[config.mk]
export PLATFORM = sky130hd
export DESIGN_NAME = xint_cond
export DESIGN_NICKNAME = d
export VERILOG_FILES = /design/src/rtl/xint_pkg.sv /design/src/rtl/xint_sync.sv /design/src/rtl/xint_fall_det.sv /design/src/rtl/xint_chan.sv /design/src/rtl/xint_cond.sv
export SDC_FILE = /design/constraint.sdc
export NUM_CORES = 1
export LEC_CHECK = 0
export ABC_AREA = 1
export BUFFER_PORTS_ARGS = -buffer_cell sky130_fd_sc_hd__buf_2
export CAP_MARGIN = 15
export CORE_AREA = 2 2 39 41
export DETAILED_ROUTE_END_ITERATION = 10
export DIE_AREA = 0 0 41 43
export SLEW_MARGIN = 25
export SYNTH_ARGS = -nofsm -noshare
export SYNTH_HDL_FRONTEND = slang
export SYNTH_SLANG_ARGS = --single-unit
[constraint.sdc]
create_clock -name clk -period 2.07 [get_ports clk]
set_input_delay 0.621 -clock clk [delete_from_list [all_inputs] [get_ports clk]]
set_output_delay 0.621 -clock clk [all_outputs]
set_load 0.02 [all_outputs]
[src/rtl/xint_pkg.sv]
package xint_pkg;
   typedef enum logic {
      XI_LEVEL = 1'b0,
      XI_EDGE  = 1'b1
   } xi_mode_e;

   localparam int XI_MIN_SYNC = 2;
   localparam logic XI_PIN_IDLE = 1'b1;
endpackage

[src/rtl/xint_sync.sv]
module xint_sync
   import xint_pkg::*;
#(
   parameter int STAGES = 2
) (
   input  logic clk,
   input  logic rst_n,
   input  logic d,
   output logic q
);
   localparam int LAST = STAGES - 1;

   logic [LAST:0] chain;

   generate
      if (STAGES < XI_MIN_SYNC) begin : g_bad_depth
         $error("xint_sync: STAGES must be at least 2");
      end
   endgenerate

   always_ff @(posedge clk or negedge rst_n) begin
      if (!rst_n) begin
         chain <= {STAGES{XI_PIN_IDLE}};
      end else begin
         chain <= {chain[LAST-1:0], d};
      end
   end

   assign q = chain[LAST];
endmodule

[src/rtl/xint_fall_det.sv]
module xint_fall_det
   import xint_pkg::*;
(
   input  logic clk,
   input  logic rst_n,
   input  logic lvl,
   output logic fall
);
   logic lvl_d;

   always_ff @(posedge clk or negedge rst_n) begin
      if (!rst_n) begin
         lvl_d <= XI_PIN_IDLE;
      end else begin
         lvl_d <= lvl;
      end
   end

   assign fall = lvl_d & ~lvl;
endmodule

[src/rtl/xint_chan.sv]
module xint_chan
   import xint_pkg::*;
(
   input  logic     clk,
   input  logic     rst_n,
   input  xi_mode_e mode,
   input  logic     lvl,
   input  logic     fall,
   input  logic     ack,
   input  logic     wr_en,
   input  logic     wr_data,
   output logic     pending
);
   logic latched;

   // precedence: level mode holds clear, then edge, then write, then ack
   always_ff @(posedge clk or negedge rst_n) begin
      if (!rst_n) begin
         latched <= 1'b0;
      end else if (mode == XI_LEVEL) begin
         latched <= 1'b0;
      end else if (fall) begin
         latched <= 1'b1;
      end else if (wr_en) begin
         latched <= wr_data;
      end else if (ack) begin
         latched <= 1'b0;
      end
   end

   always_comb begin
      if (mode == XI_EDGE) pending = latched;
      else                 pending = ~lvl;
   end
endmodule

[src/rtl/xint_cond.sv]
module xint_cond
   import xint_pkg::*;
#(
   parameter int NUM_CH      = 2,
   parameter int SYNC_STAGES = 2
) (
   input  logic              clk,
   input  logic              rst_n,
   input  logic [NUM_CH-1:0] pin_n,
   input  logic [NUM_CH-1:0] ack,
   input  logic              mode_we,
   input  logic [NUM_CH-1:0] mode_wdata,
   input  logic [NUM_CH-1:0] flag_we,
   input  logic [NUM_CH-1:0] flag_wdata,
   output logic [NUM_CH-1:0] mode_q,
   output logic [NUM_CH-1:0] pending
);
   generate
      if (NUM_CH < 1) begin : g_bad_ch
         $error("xint_cond: NUM_CH must be at least 1");
      end
   endgenerate

   logic [NUM_CH-1:0] mode_r;
   logic [NUM_CH-1:0] sync_w;
   logic [NUM_CH-1:0] fall_w;

   always_ff @(posedge clk or negedge rst_n) begin
      if (!rst_n) begin
         mode_r <= '0;
      end else if (mode_we) begin
         mode_r <= mode_wdata;
      end
   end

   assign mode_q = mode_r;

   for (genvar i = 0; i < NUM_CH; i++) begin : g_ch
      xint_sync #(.STAGES(SYNC_STAGES)) u_sync (
         .clk   (clk),
         .rst_n (rst_n),
         .d     (pin_n[i]),
         .q     (sync_w[i])
      );

      xint_fall_det u_fall (
         .clk   (clk),
         .rst_n (rst_n),
         .lvl   (sync_w[i]),
         .fall  (fall_w[i])
      );

      xint_chan u_chan (
         .clk     (clk),
         .rst_n   (rst_n),
         .mode    (xi_mode_e'(mode_r[i])),
         .lvl     (sync_w[i]),
         .fall    (fall_w[i]),
         .ack     (ack[i]),
         .wr_en   (flag_we[i]),
         .wr_data (flag_wdata[i]),
         .pending (pending[i])
      );
   end
endmodule

# Word level (Yosys, flattened, before mapping)
# Cells that the tools add are included.
# Widths: inputs -> output; s select.
[op_classes]
mux = 10
n_bitwise = 4
eq_ne = 2
[op_table]
columns = ["operator", "count"]
rows = [
  ["$mux 1", 10],
  ["$ne 4x3->1 const B", 2],
  ["$and 1x1->1", 2],
  ["$not 1->1", 2],
]
[word_totals]
ff_bits = 10
out_inout_bits = 4
elab_cells = 23
input_bits = 13

# Depth between registers and ports, before layout
[depth]
depth_word = 4
ltp_mapped = 5
mapped_depth_nobuf = 5

# Modules after synthesis
# Synthesis repeated with hierarchy kept, for this count alone.
[unflattened]
cells_unflattened = 43
hier_area_um2 = 391.6
[by_module_without_submodules]
columns = ["mod", "n_inst", "cells_per_inst", "seq_area_each_um2", "area_per_inst_um2"]
rows = [
  ["xint_chan", 2, 12, 25.0, 68.8],
  ["xint_sync", 2, 2, 52.6, 52.6],
  ["xint_cond", 1, 9, 50.0, 76.3],
  ["xint_fall_det", 2, 3, 26.3, 36.3],
]

# Least setup slack after synthesis
# OpenSTA, ideal clock, no wires.
[synth_timing]
path_type = "register to output"
startpoint = "reg g_ch[0].u_sync.chain[1]"
endpoint = "out pending[0]"
arrival_ps = 738
t_required_ps = 1449
slack_ps = 711
path_stages_with_launch = 3
path_buffers = 1
cell_sequence = "dfstp_2 > o21ai_0 > buf_4"
[synth_between]
elab_chain_cells = 2
[synth_rtl]
columns = ["item", "line", "source"]
rows = [
  ["from (decl)", "xint_sync.sv:13", "logic [LAST:0] chain;"],
  ["from (signal assigned)", "xint_sync.sv:23", "chain <= {STAGES{XI_PIN_IDLE}};"],
  ["from (signal assigned)", "xint_sync.sv:25", "chain <= {chain[LAST-1:0], d};"],
  ["$not 1->1", "xint_chan.sv:33", "else pending = ~lvl;"],
  ["$mux 1", "xint_chan.sv:32", "if (mode == XI_EDGE) pending = latched;"],
  ["to (decl)", "xint_cond.sv:16", "output logic [NUM_CH-1:0] pending"],
]
# No other way between the ends.

# Worst setup path after layout
# Ends and elaborated chain as after synthesis.

==> run summary <==
Die area: 1760 um^2
Synth Net Count: 53
Clk pwr share: 0.315
DRT Pass-1 Iters: 4
Final hold slack: 0.205 ns
Chip Height: 43 um
Worst-Margin Slew: 0.207 ns
Setup_tns: 0 ns
Clk Latency, worst-skew pair: 0.26 ns
Crit. End Element: output pin
Initial antenna violation count: 0
DRC: 0
Reg2reg end: g_ch[0].u_chan.latched$_DFFE_PN0P_
Vias in the first global route: 254
Final setup violating endpoints: 0
GPL Wtd Cong: 0.582
Hold WC Path Type: in2async
Sequential-to-total area share from yosys stat: 0.646
Post-synth top area share: 0.395
Syn avg cell area: 9.98 um^2
Drt total wl: 616 um
Largest net degree at the start of global routing: 11
Num CTS Buffers: 3
First-pass GRT wire length: 1.07 mm
# port buffers: 16
Multi-input gate area: 96.3 um^2
Psw: 0.0948 mW
RSZ-0062 raised after global routing: no
Final core occ: 0.355
Top area cells in the synthesized netlist: dfstp_2, dfrtp_1, nand2_1, buf_4, inv_1
Core area: 1380 um^2
CTS clk-pin slew, worst paths: 0.06 ns
Synth unique cells: 10
Share of power burned in registers: 0.564
Worst endpoint required time: 1.45 ns
Outcome: finished clean
Num ports: 17
Max layer used: met3
P per Cell Area: 802 nW/um^2
H-tree levels: 1
FF-to-FF path depth: 5
Pint: 0.300 mW
Worst r2r src: g_ch[0].u_sync.chain[1]$_DFF_PN1_
Hpwl dp: 493 um
Synth warnings: 0
Max stage delay on crit path: 0.55 ns
Slew HR: 0.862
Fin. Hold Viols: 0
Fin crit share: 0.807
Via count: 286
Switching Fraction: 0.240
Total Power: 0.394 mW
Fmax: 0.599 GHz
Maximum vdd drop: 472 uV
DR WL/cell: 8.68 um
Logic pwr share: 0.121
M1 WL: 266 um
Final nets: 70
Crit path kind: reg2out
Via density: 4.03
Initial Util: 0.288
Met3 WL post-DR: 63 um
Final Critical Period: 1.67 ns
FILL cells: 150
# Max-Cap Violations: 0
R2r setup slk: 1.17 ns
Share of layout cells above drive strength 1: 0.473
Static Leak: 0.263 nW
Layout area overhead: 23.2%
Bufs on Longest Clock Path: 2
Grt total ovfl: 0
Leading area contributor after synthesis: dfstp_2
Horiz. Die Dim: 41 um
Post-DRT Antenna Nets: 0
Synthesized cell area: 399 um^2
Worst path cell trace: o21ai_0 > buf_2
Slowest CP cell: dfstp_2
Iter 0 DRT Violations: 3
# Post-CTS Setup Buffers: 0
Max Slew Vio Count: 0
GRT Total Usage: 0.0981
Post-Synthesis Cells: 40
Critical Path Fanout Max: 3
Crit path arrival time: 1.05 ns
Cts repair resizes: 0
Clock tree sinks: 10
Ant diodes: 0
CTS root buffer: clkbuf_4
Final Skew: 0.00147 ns
Synth Register Bits: 10
Met2 wire length: 285 um
CTS tree: done
FF+latch area: 258 um^2
Critical path launch point type: flip-flop
Hold Buf Count CTS: 0
Std-Cell Rows: 14
-- cell usage in the layout (no fill, tap or decap) --
cell      count
o21ai_1       1
clkbuf_4      3
buf_2        16
inv_1         4
dfstp_2       6
nand2_1      14
o21ai_0       2
o21ai_2       1
dfrtp_1       4
nor2_1        2
nand4_1       2
-- cell usage after synthesis --
cell type	count
buf_4	4
dfrtp_1	4
inv_1	4
nand4_1	2
dfstp_2	6
nor2_1	2
o21ai_0	2
o21ai_1	1
o21ai_2	1
nand2_1	14
-- worst max-delay path: cells and delay by family, from the launching register on --
kind	cells	cell delay [ns]
flops	1	0.55
buf+inv	1	0.16
compound gates	1	0.09
-- logic make-up after synthesis --
kind of cell | Yosys count | synth area share
DFF | 10 | 0.646
and+or+nand+nor | 18 | 0.182
AOI/OAI and AO/OA | 4 | 0.0596
buffers and inverters | 8 | 0.113
-- power groups by stage --
stage	sequential [mW]	combinational, mW	clock [mW]
2_1_floorplan	0.223	0.0350	0
3_5_place_dp	0.226	0.0486	0
4_1_cts	0.223	0.0487	0.132
6_report	0.222	0.0476	0.124
5_1_grt	0.224	0.0542	0.142
3_3_place_gp	0.225	0.0483	0
-- cell type report --
cell class,instances,share of cell area
multi-input cells,22,0.196
flip-flops and latches,10,0.524
inverters,4,0.0305
repair buffers,16,0.163
well taps,16,0.0407
clock buffers,3,0.0458
-- through the flow --
stage,setup slack (ns),instance area (um^2),std cells
after floorplan,0.711,399,40
after global placement,0.696,469,68
after detailed placement,0.675,469,68
after CTS,0.390,492,71
after global routing,0.348,492,71
final,0.399,492,71
-- routing by layer --
layer / global-route usage / vias to the layer above
li1: - / 153
met1: 0.122 / 123
met2: 0.122 / 10
met3: 0.0942 / 0
met4: 0.0200 / 0
met5: 0 / -
-- how the worst max path moves through the flow --
| stage | startpoint | to | slack [ns] | cells after the start |
|---|---|---|---|---|
| after detailed placement | g_ch[0].u_sync.chain[1]$_DFF_PN1_ | pending[0] | 0.67 | 2 |
| after CTS | g_ch[0].u_sync.chain[1]$_DFF_PN1_ | pending[0] | 0.39 | 2 |
| final | g_ch[0].u_sync.chain[1]$_DFF_PN1_ | pending[0] | 0.40 | 2 |
| after floorplan | g_ch[0].u_sync.chain[1]$_DFF_PN1_ | pending[0] | 0.71 | 2 |
| after global placement | mode_q[1]$_DFFE_PN0P_ | pending[1] | 0.70 | 2 |
| after global routing | mode_q[1]$_DFFE_PN0P_ | pending[1] | 0.35 | 2 |
-- sequential cells by signal (all words and copies together) (netlist names) --
signal               cells
g_ch.u_chan.latched      2
g_ch.u_fall.lvl_d        2
g_ch.u_sync.chain        4
mode_q                   2
Power figures use the tool's default switching activity.
